--- config.mk ---
export PLATFORM = sky130hd
export DESIGN_NAME = extint_unit
export DESIGN_NICKNAME = d
export VERILOG_FILES = /design/src/rtl/extint_pkg.sv /design/src/rtl/extint_sync.sv /design/src/rtl/extint_flag.sv /design/src/rtl/extint_pin_sense.sv /design/src/rtl/extint_arb.sv /design/src/rtl/extint_unit.sv
export SDC_FILE = /design/constraint.sdc
export NUM_CORES = 1
export LEC_CHECK = 0
export CORE_MARGIN = 3
export CORE_UTILIZATION = 40
export DETAILED_ROUTE_END_ITERATION = 8
export DONT_BUFFER_PORTS = 1
export SYNTH_ARGS = -nofsm -noshare
export SYNTH_HDL_FRONTEND = slang
export SYNTH_SLANG_ARGS = --single-unit
--- constraint.sdc ---
create_clock -name clk -period 2.55 [get_ports clk]
set_clock_uncertainty 0.2 [all_clocks]
set_input_delay 0.255 -clock clk [delete_from_list [all_inputs] [get_ports clk]]
set_output_delay 0.255 -clock clk [all_outputs]
set_load 0.005 [all_outputs]
--- src/rtl/extint_pkg.sv ---
package extint_pkg;
   localparam int ADDR_W = 2;

   localparam logic [ADDR_W-1:0] ADDR_CTRL = 2'd0;
   localparam logic [ADDR_W-1:0] ADDR_EN   = 2'd1;
   localparam logic [ADDR_W-1:0] ADDR_FLAG = 2'd2;

   typedef enum logic [1:0] {
      SENSE_LOW  = 2'b00,
      SENSE_OFF  = 2'b01,
      SENSE_FALL = 2'b10,
      SENSE_RISE = 2'b11
   } sense_e;
endpackage

--- src/rtl/extint_sync.sv ---
module extint_sync #(
   parameter int   W       = 2,
   parameter int   STAGES  = 2,
   parameter logic RST_VAL = 1'b1
) (
   input  logic         clk,
   input  logic         rst_n,
   input  logic [W-1:0] d_i,
   output logic [W-1:0] q_o
);
   generate
      if (STAGES < 2) begin : g_bad_stages
         $error("extint_sync needs at least two stages");
      end
   endgenerate

   logic [W-1:0] stg_q [STAGES];

   generate
      for (genvar s = 0; s < STAGES; s++) begin : g_stage
         if (s == 0) begin : g_first
            always_ff @(posedge clk or negedge rst_n) begin
               if (!rst_n) stg_q[0] <= {W{RST_VAL}};
               else        stg_q[0] <= d_i;
            end
         end else begin : g_next
            always_ff @(posedge clk or negedge rst_n) begin
               if (!rst_n) stg_q[s] <= {W{RST_VAL}};
               else        stg_q[s] <= stg_q[s-1];
            end
         end
      end
   endgenerate

   assign q_o = stg_q[STAGES-1];
endmodule

--- src/rtl/extint_flag.sv ---
module extint_flag (
   input  logic clk,
   input  logic rst_n,
   input  logic set_i,
   input  logic clr_i,
   output logic q_o
);
   always_ff @(posedge clk or negedge rst_n) begin
      if (!rst_n)     q_o <= 1'b0;
      else if (set_i) q_o <= 1'b1;
      else if (clr_i) q_o <= 1'b0;
   end
endmodule

--- src/rtl/extint_pin_sense.sv ---
module extint_pin_sense
   import extint_pkg::*;
#(
   parameter logic RST_VAL = 1'b1
) (
   input  logic   clk,
   input  logic   rst_n,
   input  logic   sync_i,
   input  sense_e mode_i,
   input  logic   clr_i,
   output logic   pend_o
);
   logic prev_q;
   logic fell, rose, hit, flag_q;

   always_ff @(posedge clk or negedge rst_n) begin
      if (!rst_n) prev_q <= RST_VAL;
      else        prev_q <= sync_i;
   end

   assign fell = prev_q & ~sync_i;
   assign rose = ~prev_q & sync_i;

   always_comb begin
      unique case (mode_i)
         SENSE_FALL: hit = fell;
         SENSE_RISE: hit = rose;
         default:    hit = 1'b0;
      endcase
   end

   extint_flag u_flag (
      .clk   (clk),
      .rst_n (rst_n),
      .set_i (hit),
      .clr_i (clr_i),
      .q_o   (flag_q)
   );

   assign pend_o = (mode_i == SENSE_LOW) ? ~sync_i : flag_q;
endmodule

--- src/rtl/extint_arb.sv ---
module extint_arb #(
   parameter int NSRC = 3,
   parameter int ID_W = 2
) (
   input  logic [NSRC-1:0] req_i,
   output logic [NSRC-1:0] grant_o,
   output logic [ID_W-1:0] id_o,
   output logic            any_o
);
   always_comb begin
      grant_o = '0;
      id_o    = '0;
      for (int i = NSRC - 1; i >= 0; i--) begin
         if (req_i[i]) begin
            grant_o    = '0;
            grant_o[i] = 1'b1;
            id_o       = ID_W'(i);
         end
      end
   end

   assign any_o = |req_i;
endmodule

--- src/rtl/extint_unit.sv ---
module extint_unit
   import extint_pkg::*;
#(
   parameter int   NUM_PINS    = 2,
   parameter int   DATA_W      = 8,
   parameter int   SYNC_STAGES = 2,
   parameter logic SYNC_RST    = 1'b1,
   localparam int  NSRC        = NUM_PINS + 1,
   localparam int  ID_W        = (NSRC > 1) ? $clog2(NSRC) : 1
) (
   input  logic                clk,
   input  logic                rst_n,
   input  logic [NUM_PINS-1:0] pin_i,
   input  logic                tmr_ovf_i,
   input  logic                gie_i,
   input  logic                ack_i,
   input  logic                reg_we_i,
   input  logic [ADDR_W-1:0]   reg_addr_i,
   input  logic [DATA_W-1:0]   reg_wdata_i,
   output logic [DATA_W-1:0]   reg_rdata_o,
   output logic                irq_o,
   output logic [ID_W-1:0]     irq_id_o
);
   localparam int CTRL_W = 2 * NUM_PINS + 2;
   localparam int TMR    = NUM_PINS;

   generate
      if (NUM_PINS < 1 || CTRL_W > DATA_W || NSRC > DATA_W) begin : g_bad_cfg
         $error("extint_unit: register fields do not fit DATA_W");
      end
   endgenerate

   logic [CTRL_W-1:0]   ctrl_q;
   logic [NSRC-1:0]     en_q;
   logic [NSRC-1:0]     pend;
   logic [NSRC-1:0]     req;
   logic [NSRC-1:0]     grant;
   logic [NSRC-1:0]     sw_clr;
   logic [NSRC-1:0]     ack_clr;
   logic [NUM_PINS-1:0] pin_sync;
   logic                unused_wdata;

   assign unused_wdata = ^reg_wdata_i;

   always_ff @(posedge clk or negedge rst_n) begin
      if (!rst_n) begin
         ctrl_q <= '0;
         en_q   <= '0;
      end else if (reg_we_i) begin
         if (reg_addr_i == ADDR_CTRL) ctrl_q <= reg_wdata_i[CTRL_W-1:0];
         if (reg_addr_i == ADDR_EN)   en_q   <= reg_wdata_i[NSRC-1:0];
      end
   end

   assign sw_clr  = (reg_we_i && reg_addr_i == ADDR_FLAG) ? reg_wdata_i[NSRC-1:0] : '0;
   assign ack_clr = (ack_i && irq_o) ? grant : '0;

   extint_sync #(
      .W       (NUM_PINS),
      .STAGES  (SYNC_STAGES),
      .RST_VAL (SYNC_RST)
   ) u_sync (
      .clk   (clk),
      .rst_n (rst_n),
      .d_i   (pin_i),
      .q_o   (pin_sync)
   );

   generate
      for (genvar p = 0; p < NUM_PINS; p++) begin : g_pin
         extint_pin_sense #(
            .RST_VAL (SYNC_RST)
         ) u_sense (
            .clk    (clk),
            .rst_n  (rst_n),
            .sync_i (pin_sync[p]),
            .mode_i (sense_e'(ctrl_q[2*p+1 -: 2])),
            .clr_i  (sw_clr[p] | ack_clr[p]),
            .pend_o (pend[p])
         );
      end
   endgenerate

   extint_flag u_tmr_flag (
      .clk   (clk),
      .rst_n (rst_n),
      .set_i (tmr_ovf_i),
      .clr_i (sw_clr[TMR] | ack_clr[TMR]),
      .q_o   (pend[TMR])
   );

   assign req = {NSRC{gie_i}} & en_q & pend;

   extint_arb #(
      .NSRC (NSRC),
      .ID_W (ID_W)
   ) u_arb (
      .req_i   (req),
      .grant_o (grant),
      .id_o    (irq_id_o),
      .any_o   (irq_o)
   );

   always_comb begin
      reg_rdata_o = '0;
      unique case (reg_addr_i)
         ADDR_CTRL: reg_rdata_o[CTRL_W-1:0] = ctrl_q;
         ADDR_EN:   reg_rdata_o[NSRC-1:0]   = en_q;
         ADDR_FLAG: reg_rdata_o[NSRC-1:0]   = pend;
         default:   reg_rdata_o             = '0;
      endcase
   end
endmodule

==> impl_metrics.toml, run 1 <==
[worst_setup_path]
critPathMaxFanout = 6
required_ns = 2.10
cp-startpoint = "ctrl_q[0]"
crit_type = "reg -> out"
reg2reg_depth = 4
cp.arrival_ns = 1.72
r2r_start = "u_sync.q_o[0]"
crit_path_end_kind = "output port"
start_kind = "register"
reg2reg_setup_slack_ns = 0.61
reg2reg_to = "g_pin[1].u_sense.u_flag.q_o"

[clock_network]
cts-resized-gates = 0
path_clk_slew_ns = 0.10
post-cts-setup-buffers = 0
clock_path_buffers = 2
clock_sink_count = 18
cts_tree = "built"
cts-root-buf = "clkbuf_4"
cts_buffers = 3
ctsHoldBuffers = 11
clock_latency_ns = 0.29
htreeDepth = 1

[global_route]
grt_use_met3_pct = 2.85
grt_pass1_vias = 596
grt_usage_pct = 13.7
antenna_found_initial = 0
grt_max_degree = 19
busiest_layer = "met1"
grt_overflow = 0
grt_use_met1_pct = 19.6
grt_pass1_wl_um = 2710
use_met2_pct = 19.0

[synthesis]
synth_top_family_by_area = "simple AND/OR/NAND/NOR gates"
ys_types = 30
synth-simple-area-share_pct = 17.2
synthXorXnorAreaFrac_pct = 0
ys_ff_latch = 18
ys_seq_area_share_pct = 53.2
syn_area_per_cell_um2 = 11.2
syn_area_um2 = 861
synthMuxAreaShare_pct = 12.9
synthAdderAreaFrac_pct = 0
netlist.area_leader.share_pct = 34.9
yosys-top-cells-count = "12 x dfrtp_1, 9 x mux2_2, 9 x nand2_1, 6 x dfstp_2"
yosysTopAreaCell = "dfrtp_1"
synth_flop_cell = "dfrtp_1"
syn_inst = 77
synth-edff-count = 0
synth_warnings = 0
synthArstFlopShare_pct = 100
yosysMostFrequentCell = "dfrtp_1"
synth_area_leaders = "dfrtp_1 35%, dfstp_2 18%, mux2_2 12%"
synth_compound_area_share_pct = 13.5

[timing]
period_needed_ns = 2.17
finalHoldViolCount = 1
finalCritPeriodShare_pct = 85.2
setup_viol = 0
hold_slack_ns = -0.00343
tightest_slew_ns = 0.797
maxSlewViolCount = 0
clock.fmax_mhz = 460
relSlewSlack_pct = 46.7
fin_setup_tns_ns = 0
grt_setup_unrepaired = "no"

[place]
gp_congestion = 0.738
port_buffers = 0
dp_hpwl_um = 1230
dp_cells = 101

[min_path]
min_to = "u_tmr_flag.q_o"
hp-class = "in -> reg"
hp-start = "tmr_ovf_i"
min_path_cells = 2

[drt]
wl_um = 1670
detail_route.iter0.violations = 13
vias = 604
dr.pass1.iters = 2
drc = 0
vias_per_cell = 5.21
routedWlPerCell_um = 14.4
ant_nets = 0

[floorplan]
die_area_um2 = 2740
ios = 29
start_util_pct = 43.0
rows = 16
die_w_um = 52.4
core_area_um2 = 2000
dieHeight_um = 52.4

[job]
maxCapViolations = 0

[final_layout]
fin_nets = 108
fin_cells = 116
diodes = 0
n_fill_cell = 206
area_growth_pct = 18.6
drive_above_1_share_pct = 22.5

[pwr]
peakVddDrop_mv = 0.419
leakage_nw = 0.413
p_per_area_nw_per_um2 = 682

[status]
outcome = "finished, violations left"
violations = "negative hold slack"
==> state kept, by name (all words and copies together), names as in the netlist <==
signal,count
g_pin.u_sense.u_flag.q_o,2
u_tmr_flag.q_o,1
g_pin.u_sense.prev_q,2
u_sync.q_o,2
u_sync.stg_q,2
ctrl_q,6
en_q,3
==> worst max-delay path by stage <==
stage | end | slack (ns) | cells after the start
CTS | irq_id_o[1] | 0.36 | 4
global placement | g_pin[1].u_sense.u_flag.q_o | 0.66 | 4
global route | irq_id_o[1] | 0.22 | 4
floorplan | g_pin[1].u_sense.u_flag.q_o | 0.76 | 4
detailed placement | g_pin[1].u_sense.u_flag.q_o | 0.63 | 4
finish | irq_id_o[1] | 0.38 | 4
==> worst max-delay path, cell delays in order (launching register included) <==
cell and delay, ns:
dfrtp_1 0.43, or3_1 0.38, a21oi_1 0.26, o21ba_2 0.22, nor2b_1 0.14
==> routing by layer <==
metal	routed length, µm	part of all wire, %
met1	842	51
met2	651	39
met3	141	8.5
met4	30	1.8
met5	0	0
==> layout make-up <==
type / count / area (µm²) / area share (%)
well taps: 27 / 33.8 / 3.31
repair buffers: 11 / 110 / 10.8
multi-input cells: 56 / 383 / 37.5
flip-flops and latches: 18 / 458 / 44.9
clock buffers: 4 / 36.3 / 3.55
==> power by group <==
part | internal, mW | switching (mW) | total, mW
Combinational | 0.0837 | 0.0664 | 0.150
Sequential | 0.338 | 0.0365 | 0.374
Clock | 0.0870 | 0.0847 | 0.172
Total | 0.508 | 0.188 | 0.696
==> kinds of logic (layout without fill, tap and decap cells) <==
| group | Yosys count | in the layout |
|---|---|---|
| and+or+nand+nor | 28 | 28 |
| buffers and inverters | 4 | 15 |
| other | 1 | 2 |
| DFF | 18 | 18 |
| AOI/OAI and AO/OA | 16 | 16 |
| muxes | 10 | 10 |
==> per-stage QoR <==
stage | total power [mW] | worst slack [ns] | util (%) | cell area [µm²]
final | 0.696 | 0.377 | 51.0 | 1020
after global routing | 0.743 | 0.225 | 51.0 | 1020
after CTS | 0.709 | 0.359 | 51.0 | 1020
after detailed placement | 0.511 | 0.631 | 43.7 | 875
after global placement | 0.505 | 0.658 | 43.7 | 875
after floorplan | 0.486 | 0.761 | - | 865
==> cells in the final DEF, fill, tap and decap left out, types with 2 or more instances in the layout <==
master and count:
dfrtp_1 12, dlygate4sd3_1 11, nand2_1 9, mux2_2 9, dfstp_2 6, o21ai_0 4, nor2_1 4, and2_1 4
clkbuf_4 3, nor2b_1 2, a21o_1 2, nand2b_1 2, nand3b_1 2, a32o_1 2, conb_1 2
Power figures use the tool's default switching activity.
==> inputs of run 2 (changes only) <==
--- a/config.mk
+++ b/config.mk
@@ -5,7 +5,6 @@
 export SDC_FILE = /design/constraint.sdc
 export NUM_CORES = 1
 export LEC_CHECK = 0
-export CORE_MARGIN = 3
 export CORE_UTILIZATION = 40
 export DETAILED_ROUTE_END_ITERATION = 8
 export DONT_BUFFER_PORTS = 1
==> constraint.sdc (replaced) <==
create_clock -name clk -period 2.4 [get_ports clk]
set_clock_uncertainty 0.2 [all_clocks]
set_input_delay 0.24 -clock clk [delete_from_list [all_inputs] [get_ports clk]]
set_output_delay 0.24 -clock clk [all_outputs]
set_load 0.005 [all_outputs]
==> impl_metrics.toml, run 2 (synthesis gave the netlist of run 1 again) <==
[final_layout]
largest_reg_flops = 6
regMostFlops = "ctrl_q"
utilization_pct = 50.3
mostFrequentLayoutCell = "dfrtp_1"
drive_above_1_share_pct = 21.6
fin_nets = 108
reg.largest.list = "ctrl_q (6), en_q (3)"
area_growth_pct = 17.0
diodes = 0
most-common-layout-cells = "12 x dfrtp_1, 11 x dlygate4sd3_1, 9 x nand2_1, 9 x mux2_2, 6 x dfstp_2"

[place]
gp_congestion = 0.755
port_buffers = 0
dp_hpwl_um = 1220

[timing]
period_needed_ns = 2.15
relSlewSlack_pct = 44.7
finalHoldViolCount = 0
setup_viol = 0
clock.fmax_mhz = 465
fin_setup_tns_ns = 0
grt_setup_unrepaired = "no"
tightest_slew_ns = 0.826
finalCritPeriodShare_pct = 89.5
maxSlewViolCount = 0

[pwr]
p_per_area_nw_per_um2 = 698
peakVddDrop_mv = 0.382
leakage_nw = 0.406

[global_route]
antenna_found_initial = 0
grt_max_degree = 19
grt_pass1_wl_um = 2840
grt_pass1_vias = 579
grt_overflow = 0
grt_usage_pct = 16.3

[floorplan]
start_util_pct = 43.0
rows = 16
die_w_um = 48.4
dieHeight_um = 48.4
core_area_um2 = 2000
die_area_um2 = 2340
ios = 29

[clock_network]
clock_path_buffers = 2
path_clk_slew_ns = 0.09
htreeDepth = 1
clock_latency_ns = 0.29
cts_buffers = 3
cts_tree = "built"
clock_sink_count = 18
cts-resized-gates = 0
ctsHoldBuffers = 11
cts-root-buf = "clkbuf_4"
post-cts-setup-buffers = 0

[worst_setup_path]
required_ns = 1.96
cp.arrival_ns = 1.71
reg2reg_setup_slack_ns = 0.46
crit_type = "reg -> out"
start_kind = "register"
critPathMaxFanout = 6
crit_path_end_kind = "output port"

[drt]
wl_um = 1680
routedWlPerCell_um = 14.6
vias_per_cell = 5.25
dr.pass1.iters = 3
ant_nets = 0
detail_route.iter0.violations = 2
drc = 0
vias = 604

[min_path]
hp-class = "in -> reg"

[job]
maxCapViolations = 0

[status]
outcome = "finished, final reports clean"
run 2: cell type report:
cell class,instances,area [µm²]
Fill cell,200,995
Sequential cell,18,458
Multi-Input combinational cell,56,383
Timing Repair Buffer,11,110
Tap cell,27,33.8
Clock buffer,3,22.5
run 2: per-layer routing:
layer / track usage, % / wire (µm) / part of all wire (%) / vias to the layer above
met2: 23.2 / 731 / 44 / 25
met1: 21.8 / 807 / 48 / 277
met4: 8.82 / 14 / 0.83 / 0
met3: 5.35 / 126 / 7.5 / 2
met5: 0 / 0 / 0 / -
li1: - / - / - / 300
run 2: worst paths after layout:
path | start | to | cells after the start
min in group asynchronous | rst_n | ctrl_q[1] | 1
worst max-delay path | ctrl_q[0] | irq_id_o[1] | 4
worst min-delay path | ack_i | u_tmr_flag.q_o | 2
worst max register to register | u_sync.q_o[0] | g_pin[1].u_sense.u_flag.q_o | 4
worst min register to register | u_sync.stg_q[2] | u_sync.q_o[0] | 0
max in group asynchronous | rst_n | en_q[2] | 1
run 2: through the flow:
step / area (µm²) / setup slack, ns / hold slack, ns / total power [mW] / std cells
after global placement: 875 / 0.507 / -0.255 / 0.535 / 101
after detailed placement: 875 / 0.478 / -0.255 / 0.543 / 101
after floorplan: 865 / 0.611 / -0.256 / 0.516 / 78
after CTS: 1010 / 0.231 / 0.0187 / 0.716 / 115
final: 1010 / 0.252 / 0.0276 / 0.703 / 115
after global routing: 1010 / 0.129 / 0.0569 / 0.756 / 115
run 2: critical path: stages (launching register included):
cell,delay (ns)
dfrtp_1,0.43
or3_1,0.37
a21oi_1,0.25
o21ba_2,0.22
nor2b_1,0.14
run 2: power breakdown:
group	internal (mW)	switching, mW
clock network	0.0583	0.0865
logic	0.0889	0.0712
registers	0.359	0.0387
